<file path="src/rtl/auth_pkg.sv">
package auth_pkg;
    localparam int KEY_W     = 32;
    localparam int DATA_W    = 32;
    localparam int ADDR_W    = 3;
    localparam int NUM_SLOTS = 3;
    localparam int IDX_W     = 2;
    localparam int CODE_W    = 8;

    localparam int STAT_ERR      = 0;
    localparam int STAT_BUSY     = 1;
    localparam int STAT_VALID    = 2;
    localparam int STAT_ARMED    = 3;
    localparam int STAT_LOCK_LSB = 4;

    typedef enum logic [ADDR_W-1:0] {
        REG_LOCK = 3'd0,
        REG_KEY0 = 3'd1,
        REG_KEY1 = 3'd2,
        REG_KEY2 = 3'd3,
        REG_SEL  = 3'd4,
        REG_CHAL = 3'd5,
        REG_CODE = 3'd6,
        REG_STAT = 3'd7
    } reg_addr_e;

    typedef enum logic [1:0] {
        ST_UNARMED = 2'd0,
        ST_ARMED   = 2'd1,
        ST_HASHING = 2'd2
    } seq_state_e;
endpackage

</file>
<file path="src/rtl/auth_key_store.sv">
module auth_key_store
    import auth_pkg::*;
(
    input  logic                               clk,
    input  logic                               rst_n,
    input  logic                               wr_en,
    input  logic [IDX_W-1:0]                   wr_slot,
    input  logic [KEY_W-1:0]                   wr_data,
    input  logic [NUM_SLOTS-1:0]               lock_set,
    input  logic                               sel_load,
    input  logic [IDX_W-1:0]                   sel_func,
    input  logic [IDX_W-1:0]                   sel_seed,
    output logic [NUM_SLOTS-1:0][KEY_W-1:0]    slot_q,
    output logic [NUM_SLOTS-1:0]               lock_q,
    output logic [IDX_W-1:0]                   func_idx_q,
    output logic [IDX_W-1:0]                   seed_idx_q,
    output logic [KEY_W-1:0]                   func_key,
    output logic [KEY_W-1:0]                   seed_key
);
    // One key register and one lock bit per slot.
    for (genvar i = 0; i < NUM_SLOTS; i++) begin : g_slot
        always_ff @(posedge clk) begin
            if (!rst_n) begin
                slot_q[i] <= '0;
                lock_q[i] <= 1'b0;
            end else begin
                if (wr_en && (wr_slot == IDX_W'(i)) && !lock_q[i]) begin
                    slot_q[i] <= wr_data;
                end
                lock_q[i] <= lock_q[i] | lock_set[i];
            end
        end
    end

    always_ff @(posedge clk) begin
        if (!rst_n) begin
            func_idx_q <= '0;
            seed_idx_q <= '0;
        end else if (sel_load) begin
            func_idx_q <= sel_func;
            seed_idx_q <= sel_seed;
        end
    end

    // Internal path to the engine: it ignores the lock bits.
    always_comb begin
        func_key = '0;
        seed_key = '0;
        for (int i = 0; i < NUM_SLOTS; i++) begin
            if (func_idx_q == IDX_W'(i)) func_key = slot_q[i];
            if (seed_idx_q == IDX_W'(i)) seed_key = slot_q[i];
        end
    end
endmodule

</file>
<file path="src/rtl/auth_bus_decode.sv">
module auth_bus_decode
    import auth_pkg::*;
(
    input  logic                               clk,
    input  logic                               rst_n,
    input  logic                               bus_wr,
    input  logic                               bus_rd,
    input  logic [ADDR_W-1:0]                  bus_addr,
    input  logic [DATA_W-1:0]                  bus_wdata,
    input  logic [NUM_SLOTS-1:0]               lock_q,
    input  logic [NUM_SLOTS-1:0][KEY_W-1:0]    slot_q,
    input  logic [IDX_W-1:0]                   func_idx_q,
    input  logic [IDX_W-1:0]                   seed_idx_q,
    input  logic                               armed,
    input  logic                               busy,
    input  logic                               code_valid,
    input  logic [CODE_W-1:0]                  code_q,
    output logic                               key_wr_en,
    output logic [IDX_W-1:0]                   key_wr_slot,
    output logic [NUM_SLOTS-1:0]               lock_set,
    output logic                               sel_load,
    output logic [IDX_W-1:0]                   sel_func,
    output logic [IDX_W-1:0]                   sel_seed,
    output logic                               chal_load,
    output logic                               err_q,
    output logic [DATA_W-1:0]                  bus_rdata
);
    reg_addr_e           addr_e;
    logic                is_key;
    logic [IDX_W-1:0]    key_idx;
    logic                key_locked;
    logic [KEY_W-1:0]    key_val;
    logic                wr_sel;
    logic                wr_chal;
    logic                sel_ok;
    logic                err_evt;
    logic                err_clr;
    logic [DATA_W-1:0]   stat_word;

    assign addr_e = reg_addr_e'(bus_addr);

    always_comb begin
        is_key     = (addr_e == REG_KEY0) || (addr_e == REG_KEY1) || (addr_e == REG_KEY2);
        key_idx    = IDX_W'(bus_addr - ADDR_W'(1));
        key_locked = 1'b0;
        key_val    = '0;
        for (int i = 0; i < NUM_SLOTS; i++) begin
            if (key_idx == IDX_W'(i)) begin
                key_locked = lock_q[i];
                key_val    = slot_q[i];
            end
        end
    end

    always_comb begin
        sel_func    = bus_wdata[IDX_W-1:0];
        sel_seed    = bus_wdata[2*IDX_W-1:IDX_W];
        wr_sel      = bus_wr && (addr_e == REG_SEL);
        wr_chal     = bus_wr && (addr_e == REG_CHAL);
        sel_ok      = (sel_func < IDX_W'(NUM_SLOTS)) && (sel_seed < IDX_W'(NUM_SLOTS)) && !busy;
        sel_load    = wr_sel && sel_ok;
        chal_load   = wr_chal && armed;
        key_wr_en   = bus_wr && is_key && !key_locked;
        key_wr_slot = key_idx;
        lock_set    = (bus_wr && (addr_e == REG_LOCK)) ? bus_wdata[NUM_SLOTS-1:0] : '0;
        err_evt     = (is_key && key_locked && (bus_wr || bus_rd))
                    || (wr_sel && !sel_ok)
                    || (wr_chal && !armed);
        err_clr     = bus_wr && (addr_e == REG_STAT) && bus_wdata[STAT_ERR];
    end

    // Sticky error flag; a new refusal has priority over a clear.
    always_ff @(posedge clk) begin
        if (!rst_n) begin
            err_q <= 1'b0;
        end else if (err_evt) begin
            err_q <= 1'b1;
        end else if (err_clr) begin
            err_q <= 1'b0;
        end
    end

    always_comb begin
        stat_word                                 = '0;
        stat_word[STAT_ERR]                       = err_q;
        stat_word[STAT_BUSY]                      = busy;
        stat_word[STAT_VALID]                     = code_valid;
        stat_word[STAT_ARMED]                     = armed;
        stat_word[STAT_LOCK_LSB +: NUM_SLOTS]     = lock_q;
    end

    always_comb begin
        unique case (addr_e)
            REG_LOCK:                     bus_rdata = DATA_W'(lock_q);
            REG_KEY0, REG_KEY1, REG_KEY2: bus_rdata = key_locked ? '0 : DATA_W'(key_val);
            REG_SEL:                      bus_rdata = DATA_W'({seed_idx_q, func_idx_q});
            REG_CHAL:                     bus_rdata = '0;
            REG_CODE:                     bus_rdata = DATA_W'(code_q);
            REG_STAT:                     bus_rdata = stat_word;
            default:                      bus_rdata = '0;
        endcase
    end
endmodule

</file>
<file path="src/rtl/auth_seq_fsm.sv">
module auth_seq_fsm
    import auth_pkg::*;
#(
    parameter int BTD_CYCLES = 4
) (
    input  logic               clk,
    input  logic               rst_n,
    input  logic               sel_load,
    input  logic               chal_load,
    input  logic [KEY_W-1:0]   chal_data,
    input  logic               hash_done,
    input  logic [CODE_W-1:0]  hash_code,
    output logic               armed,
    output logic               busy,
    output logic               hash_seed_load,
    output logic               hash_start,
    output logic [KEY_W-1:0]   hash_chal,
    output logic [CODE_W-1:0]  code_q,
    output logic               code_valid
);
    localparam int CNT_W = $clog2(BTD_CYCLES + 1);
    localparam logic [CNT_W-1:0] CNT_LOAD = CNT_W'(BTD_CYCLES - 1);

    seq_state_e        state_q;
    seq_state_e        state_d;
    logic [CNT_W-1:0]  cnt_q;
    logic              launch;
    logic              finish;

    always_comb begin
        launch = chal_load && (state_q == ST_ARMED);
        finish = (state_q == ST_HASHING) && (cnt_q == '0) && hash_done;
    end

    // State register.
    always_ff @(posedge clk) begin
        if (!rst_n) state_q <= ST_UNARMED;
        else        state_q <= state_d;
    end

    // Transitions T_SELECT, T_LAUNCH, T_FINISH.
    always_comb begin
        state_d = state_q;
        unique case (state_q)
            ST_UNARMED: if (sel_load) state_d = ST_ARMED;
            ST_ARMED:   if (launch)   state_d = ST_HASHING;
            ST_HASHING: if (finish)   state_d = ST_UNARMED;
            default:                  state_d = ST_UNARMED;
        endcase
    end

    // State-decoded outputs.
    always_comb begin
        armed = 1'b0;
        busy  = 1'b0;
        unique case (state_q)
            ST_UNARMED: ;
            ST_ARMED:   armed = 1'b1;
            ST_HASHING: busy  = 1'b1;
            default:    ;
        endcase
    end

    // Settling counter, engine strobes and response register.
    always_ff @(posedge clk) begin
        if (!rst_n) begin
            cnt_q          <= '0;
            hash_seed_load <= 1'b0;
            hash_start     <= 1'b0;
            hash_chal      <= '0;
            code_q         <= '0;
            code_valid     <= 1'b0;
        end else begin
            hash_seed_load <= sel_load;
            hash_start     <= launch;
            if (launch) begin
                cnt_q      <= CNT_LOAD;
                hash_chal  <= chal_data;
                code_valid <= 1'b0;
            end else if ((state_q == ST_HASHING) && (cnt_q != '0)) begin
                cnt_q <= cnt_q - CNT_W'(1);
            end
            if (finish) begin
                code_q     <= hash_code;
                code_valid <= 1'b1;
            end
        end
    end
endmodule

</file>
<file path="src/rtl/auth_ctrl.sv">
module auth_ctrl
    import auth_pkg::*;
#(
    parameter int BTD_CYCLES = 4
) (
    input  logic               clk,
    input  logic               rst_n,
    input  logic               bus_wr,
    input  logic               bus_rd,
    input  logic [ADDR_W-1:0]  bus_addr,
    input  logic [DATA_W-1:0]  bus_wdata,
    output logic [DATA_W-1:0]  bus_rdata,
    output logic               hash_seed_load,
    output logic [KEY_W-1:0]   hash_func_key,
    output logic [KEY_W-1:0]   hash_seed_key,
    output logic               hash_start,
    output logic [KEY_W-1:0]   hash_chal,
    input  logic               hash_done,
    input  logic [CODE_W-1:0]  hash_code
);
    logic                            key_wr_en;
    logic [IDX_W-1:0]                key_wr_slot;
    logic [NUM_SLOTS-1:0]            lock_set;
    logic                            sel_load;
    logic [IDX_W-1:0]                sel_func;
    logic [IDX_W-1:0]                sel_seed;
    logic                            chal_load;
    logic                            err_q;
    logic [NUM_SLOTS-1:0][KEY_W-1:0] slot_q;
    logic [NUM_SLOTS-1:0]            lock_q;
    logic [IDX_W-1:0]                func_idx_q;
    logic [IDX_W-1:0]                seed_idx_q;
    logic                            armed;
    logic                            busy;
    logic [CODE_W-1:0]               code_q;
    logic                            code_valid;

    auth_bus_decode u_decode (
        .clk        (clk),
        .rst_n      (rst_n),
        .bus_wr     (bus_wr),
        .bus_rd     (bus_rd),
        .bus_addr   (bus_addr),
        .bus_wdata  (bus_wdata),
        .lock_q     (lock_q),
        .slot_q     (slot_q),
        .func_idx_q (func_idx_q),
        .seed_idx_q (seed_idx_q),
        .armed      (armed),
        .busy       (busy),
        .code_valid (code_valid),
        .code_q     (code_q),
        .key_wr_en  (key_wr_en),
        .key_wr_slot(key_wr_slot),
        .lock_set   (lock_set),
        .sel_load   (sel_load),
        .sel_func   (sel_func),
        .sel_seed   (sel_seed),
        .chal_load  (chal_load),
        .err_q      (err_q),
        .bus_rdata  (bus_rdata)
    );

    auth_key_store u_keys (
        .clk        (clk),
        .rst_n      (rst_n),
        .wr_en      (key_wr_en),
        .wr_slot    (key_wr_slot),
        .wr_data    (bus_wdata),
        .lock_set   (lock_set),
        .sel_load   (sel_load),
        .sel_func   (sel_func),
        .sel_seed   (sel_seed),
        .slot_q     (slot_q),
        .lock_q     (lock_q),
        .func_idx_q (func_idx_q),
        .seed_idx_q (seed_idx_q),
        .func_key   (hash_func_key),
        .seed_key   (hash_seed_key)
    );

    auth_seq_fsm #(.BTD_CYCLES(BTD_CYCLES)) u_seq (
        .clk           (clk),
        .rst_n         (rst_n),
        .sel_load      (sel_load),
        .chal_load     (chal_load),
        .chal_data     (bus_wdata),
        .hash_done     (hash_done),
        .hash_code     (hash_code),
        .armed         (armed),
        .busy          (busy),
        .hash_seed_load(hash_seed_load),
        .hash_start    (hash_start),
        .hash_chal     (hash_chal),
        .code_q        (code_q),
        .code_valid    (code_valid)
    );
endmodule

</file>
<file path="config.mk">
export PLATFORM = sky130hd
export DESIGN_NAME = auth_ctrl
export DESIGN_NICKNAME = d
export VERILOG_FILES = /design/src/rtl/auth_pkg.sv /design/src/rtl/auth_key_store.sv /design/src/rtl/auth_bus_decode.sv /design/src/rtl/auth_seq_fsm.sv /design/src/rtl/auth_ctrl.sv
export SDC_FILE = /design/constraint.sdc
export NUM_CORES = 1
export LEC_CHECK = 0
export BUFFER_PORTS_ARGS = -buffer_cell sky130_fd_sc_hd__buf_4
export CAP_MARGIN = 20
export CELL_PAD_IN_SITES_DETAIL_PLACEMENT = 0
export CELL_PAD_IN_SITES_GLOBAL_PLACEMENT = 1
export CORE_UTILIZATION = 37
export DETAILED_ROUTE_END_ITERATION = 7
export PLACE_DENSITY = 0.86
export SLEW_MARGIN = 5
export SYNTH_ARGS = -nofsm -noshare
export SYNTH_HDL_FRONTEND = slang
export SYNTH_HIERARCHICAL = 1
export SYNTH_SLANG_ARGS = --single-unit
export TNS_END_PERCENT = 20
</file>
<file path="constraint.sdc">
create_clock -name clk -period 2.3 [get_ports clk]
set_input_delay 0.46 -clock clk [delete_from_list [all_inputs] [get_ports clk]]
set_output_delay 0.46 -clock clk [all_outputs]
set_load 0.02 [all_outputs]
</file>
# ---- After elaboration in Yosys (flattened, before gate mapping)
# Cells that the tools add are included.
dict set report totals {
  reg_bits 152
  latch_bits 0
  mem_bits_rw 0
  mem_bits_ro 0
  inputBits 48
  elab_cells 120
  mem_count 0
}
dict set report classes {
  add_sub_neg 2
  n_mul 0
  n_div 0
  magnitude_cmp 2
  eq_ne 18
  shift 0
  mux 27
  bitwise_logic 4
  n_reduce_logical 50
}
# operator count
set op_table {}
lappend op_table {{$mux W32} 10}
lappend op_table {{$pmux W32 S6} 1}
lappend op_table {{$logic_and A1 B1 Y1} 25}
lappend op_table {{$eq A3 B3 Y1 const B} 4}
lappend op_table {{$mux W2} 5}
lappend op_table {{$mux W1} 9}
lappend op_table {{$eq A2 B1 Y1 const B} 4}
lappend op_table {{$eq A2 B2 Y1 const B} 4}
lappend op_table {{$logic_not A2 Y1} 4}
lappend op_table {{$logic_not A1 Y1} 7}
lappend op_table {{$eq A3 B2 Y1 const B} 2}
lappend op_table {{$logic_not A3 Y1} 2}
lappend op_table {{$ne A2 B1 Y1 const B} 3}
lappend op_table {{$pmux W2 S3} 1}
lappend op_table {{$reduce_bool A2 Y1} 3}
lappend op_table {{$logic_or A1 B1 Y1} 5}
lappend op_table {{$lt A2 B2 Y1 const B} 2}
lappend op_table {{$eq A3 B1 Y1 const B} 1}
lappend op_table {{$mux W3} 1}
lappend op_table {{$or A1 B1 Y1} 3}
lappend op_table {{$reduce_and A3 Y1} 1}
lappend op_table {{$reduce_bool A3 Y1} 1}
lappend op_table {{$reduce_or A3 Y1} 1}
lappend op_table {{$sub A3 B1 Y3 const B} 1}
lappend op_table {{other kinds (3)} 3}

# ---- Depth between registers and ports, before layout
dict set report logic_depth {
  ltp_word 10
  mapped_depth 10
  mapped_depth_nobuf 7
}

# ---- Hierarchy
# The synthesis kept the hierarchy.
# mod n_inst cells_each area_each_um2
set modules_own_cells {}
lappend modules_own_cells {auth_key_store 1 523 5111.2}
lappend modules_own_cells {auth_seq_fsm 1 143 1745.4}
lappend modules_own_cells {auth_bus_decode 1 203 1204.9}

# ---- Worst setup path after synthesis
# No wires, ideal clock.
dict set report synth_timing {
  path_kind {input to output}
  startpoint {input bus_addr[0]}
  endpoint {output bus_rdata[4]}
  t_arrival_ns 1.916
  t_required_ns 1.840
  slack_ns -0.076
  stages 7
  path_cell_list {ha_1 -> buf_4 -> a21oi_1 -> o2bb2ai_2 -> nand2_1 -> buf_2 -> o31ai_1}
}
dict set report synth_between {
  elab_chain_cells 7
  elab_cells_between_ends 21
}
# element line
set synth_rtl {}
lappend synth_rtl {{start: declaration} auth_ctrl.sv:10} ;# input logic [ADDR_W-1:0] bus_addr,
lappend synth_rtl {{$sub A2 B1 Y2} auth_bus_decode.sv:44} ;# key_idx = IDX_W'(bus_addr - ADDR_W'(1));
lappend synth_rtl {{$logic_not A2 Y1} auth_bus_decode.sv:48} ;# if (key_idx == IDX_W'(i)) begin
lappend synth_rtl {{$mux W32 or $mux W1 (tied branches) (3 in a row)} auth_bus_decode.sv:48}
lappend synth_rtl {{$mux W32} auth_bus_decode.sv:95} ;# REG_KEY0, REG_KEY1, REG_KEY2: bus_rdata = key_locked ? '0 : DATA_W'(key_val);
lappend synth_rtl {{$pmux W32 S6 (*)} auth_bus_decode.sv:93} ;# unique case (addr_e)
lappend synth_rtl {{end: declaration} auth_ctrl.sv:12} ;# output logic [DATA_W-1:0] bus_rdata,
# Mark *: on every way between the ends. The rest lies on a longest branch, timed or not.

# ---- Final worst setup path
dict set report layout_timing {
  startpoint {input bus_addr[0]}
  endpoint {output bus_rdata[13]}
}
dict set report layout_between {
  elab_chain_cells 7
  elab_cells_between_ends 21
}
# element line
set layout_rtl {}
lappend layout_rtl {{$sub A2 B1 Y2 (*)} auth_bus_decode.sv:44}
lappend layout_rtl {{named net key_wr_slot[0]} auth_ctrl.sv:22} ;# logic [IDX_W-1:0] key_wr_slot;
lappend layout_rtl {{$logic_not A2 Y1} auth_bus_decode.sv:48}
lappend layout_rtl {{$mux W32 or $mux W1 (tied branches) (3 in a row)} auth_bus_decode.sv:48}
lappend layout_rtl {{$mux W32 (*)} auth_bus_decode.sv:95}
lappend layout_rtl {{$pmux W32 S6 (*)} auth_bus_decode.sv:93}
# Mark *: on every way through the listed nets, which the timed path passes. The rest lies on a longest branch.

==> results.md <==
- Core ar.: 21,220 µm²
- Post-Synth XOR/XNOR Area: 0
- Crit end category: output pin
- CP Cell Sequence: buf_12, inv_8, ha_4, a21oi_4, o2bb2ai_4, nand2_4, buf_12, buf_16, buf_12, nor2_4, buf_6
- Top post-synthesis cells by area: dfxtp_1 38%, mux2i_1 21%, nand2_1 7.7%
- PD cells: ~560 nW/µm²
- Worst hold path stage count: 2
- Setup Skew: 6.043 ps
- Power consumption: about 6.2 mW
- Outcome: finished, violations left
- CP max FO: 7
- Multiplexer share of the synthesized area: 0.2148
- DRC: 0
- Antenna-violating nets left: 0
- Initial DRT Pass Iterations: 5
- Post-synth EDFFs: 0
- GP Congestion: 0.8240
- Area grow syn2layout: 38.18%
- Crit path launch type: input pin
- Worst VDD drop: 0.3410 mV
- Failing checks: setup timing
- Worst r2r src: u_keys/lock_q[1]
- Initial antenna violation count: 0
- Ports: 178
- Max-cap violation count: 0
- Wire length on met1: 11,810 µm
- Most Frequent Cell on Critical Path: buf_12
- Final net count: 1,099
- Leak: around 4.6 nW
- DRT Wirelength: around 26,000 µm
- Avg WL per Cell: 19.62 µm
- Netlist cell types: 53
- Yosys top cell by area: dfxtp_1
- Post-synthesis sequential area ratio: 0.3775
- CTS tree: done
- Drt via density: around 5.4
- Worst-margin pin slew: slightly above 600 ps
- Crit path arrival time: around 1900 ps
- Worst hold endpoint: u_seq/hash_chal[14]
- Crit path max-delay family: buffers and inverters
- Largest net degree at the start of global routing: between 60 and 70
- Final Max Tran Viols: 0
- Seq cells post-synth: about 150
- Synth Cell Area: 8061 µm²
- Clk slew on worst S/H paths: 60 ps
- Fin. Hold Viols: 0
- HP Start: bus_wdata[14]
- All-Layer GR Usage: 0.2296
- RSZ-0062 raised after global routing: true
- Bufs and invs on worst path: 6
- Gr ovfl total: 0
- Root buf cell: clkbuf_16
- Compound-Gate Fraction of Synth Area: 0.1780
- Uppermost routed layer: met4
- Warnings, synthesis: 6
- Core Rows: 53
- Flop2flop setup slack: approximately 300 ps
- Asr flop ratio synth: 0
- Worst path required time: 1840 ps
- Share of post-route cells with drive strength above 1: 0.3359
- Tightest Hold Check Type: in2reg
- Ys flop type: dfxtp_1
- Later-pin clock latency in the skew report: roughly 420 ps
- Number of global-route vias before repair: about 6.9k
- Max-slew headroom: 0.5849
- Top cell type's share of synthesized area: 0.3775
- Final core occ: 0.5249
- Diodes inserted: 0
- Die Area: approximately 22,000 µm²
- Mapped Cells: approximately 870
- Metal3 WL: 1437 µm
- Drt first-iter violations: 405
- Simple-Gate Fraction of Synth Area: 0.1467
- Reg2reg path depth: 6
- WS Path Type: in2out
- Vias post-DR: 7,217
- Met2 routed WL: between 10,000 and 15,000 µm
- Final Cycle Share: 1.016
- Worst-case clock buffer depth: 2
- Die Y-Extent: approximately 150 µm
- Fmax: approximately 430 MHz
- First-pass GRT wire length: 39,390 µm
- Main combinational cell family by area after synthesis: multiplexers
- Synth cell count leaders: 173 x mux2i_1, 165 x nand2_1, 152 x dfxtp_1
- Final min period: around 2300 ps
- PortBufs: approximately 180
- R2R Path End: u_keys/slot_q[0]
- Die X: between 100 and 150 µm
- Htree depth: 4
- Synthesized area per cell: slightly above 9 µm²
- Setup WS post-layout: -36.28 ps
- DP Wirelength: around 17,000 µm
- Initial Utilization: 0.3799
- CP Launch Point: bus_addr[0]
- Most common cell in the netlist: mux2i_1
- Adder-cell share of the synthesized area: 0.01242
- Clock sinks: 152
- CP max stage delay: 170 ps
- Total CTS buffers: 17
- Mapped Nets: approximately 930
- Final setup violation count: 13
- CP max stage cell: ha_4
==> sequential cells by signal, indices dropped and copies added, names as in the netlist <==
signal	count
u_keys/slot_q	96
u_seq/hash_chal	32
u_seq/code_q	8
u_keys/lock_q	3
u_seq/cnt_q	3
u_keys/func_idx_q	2
u_keys/seed_idx_q	2
u_seq/state_q	2
u_decode/err_q	1
u_seq/code_valid	1
u_seq/hash_seed_load	1
u_seq/hash_start	1
==> per-layer routing <==
layer | GRT usage | up-vias
met5 | 0 | -
met2 | 0.3796 | 228
li1 | - | 3470
met4 | 0.06990 | 0
met1 | 0.3016 | 3490
met3 | 0.04116 | 29
==> layout make-up <==
| class | instances | area [µm²] |
|---|---|---|
| tap | 275 | 344.1 |
| fill | 1945 | 10080 |
| sequential | 152 | 3054 |
| timing repair buffer | 241 | 2172 |
| clock inverter | 11 | 123.9 |
| inverter | 9 | 43.79 |
| multi-input combinational | 622 | 4949 |
| clock buffer | 19 | 452.9 |
==> timing repair <==
item | in CTS | in global routing
gates cloned | 3 | 0
pin swaps | 7 | 22
resized for setup | 57 | 75
buffers inserted | 1 | 1
hold buffers | 0 | 0
endpoints found under the setup margin | 65 | 48
==> metrics by stage <==
stage | setup slack [ps] | cells | hold slack (ps) | TNS, ps | instance area, µm²
2_1_floorplan | -57.17 | 869 | 434.8 | -381.0 | 8071
3_3_place_gp | -191.5 | 1295 | 446.9 | -8219 | 9906
3_5_place_dp | -281.6 | 1295 | 452.4 | -13190 | 9906
4_1_cts | -86.14 | 1329 | 235.6 | -1359 | 10820
5_1_grt | -88.36 | 1329 | 240.4 | -1258 | 11140
6_report | -36.28 | 1329 | 251.5 | -268.1 | 11140
==> power breakdown <==
| group | internal, mW | switching, mW | leakage, nW | total, mW |
|---|---|---|---|---|
| clock | 1.64 | 1.13 | 0.277 | 2.78 |
| combinational | 0.322 | 0.424 | 3.06 | 0.746 |
| sequential | 2.66 | 0.0337 | 1.23 | 2.69 |
| total | 4.63 | 1.59 | 4.56 | 6.22 |
==> layout by cell type, fill, tap and decap left out, drive strengths merged, types with 2 or more instances in the layout <==
cell type | synthesis | layout
ha | 8 | 8
bufinv | 0 | 2
nand2 | 165 | 165
clkinvlp | 0 | 3
nand3b | 13 | 13
o2bb2ai | 63 | 63
a21boi | 3 | 3
o31ai | 3 | 3
clkbuf | 37 | 19
a22oi | 3 | 3
a22o | 33 | 33
nor3 | 15 | 15
inv | 9 | 11
nor2 | 32 | 32
and3 | 3 | 3
buf | 50 | 241
mux2i | 173 | 173
o21ai | 11 | 11
o21a | 4 | 4
and2 | 6 | 6
a221oi | 20 | 20
a32o | 4 | 4
nand2b | 2 | 2
dfxtp | 152 | 152
nand3 | 3 | 3
clkinv | 0 | 4
nor2b | 9 | 10
a21oi | 30 | 30
o22ai | 2 | 2
==> worst max-delay path by stage <==
stage                        end  cells after the start
5_1_grt            bus_rdata[13]                     11
2_1_floorplan       bus_rdata[6]                      6
4_1_cts            bus_rdata[30]                     10
6_report           bus_rdata[13]                     11
3_5_place_dp   u_keys/slot_q[25]                      9
3_3_place_gp   u_keys/slot_q[28]                      9
==> cell families after synthesis <==
logic type / Yosys count
AO/OA/AOI/OAI: 182
adder cells (fa/ha/maj): 8
buffers and inverters: 96
flip-flops: 152
multiplexers: 173
AND/OR/NAND/NOR: 258
Power figures use the tool's default switching activity.
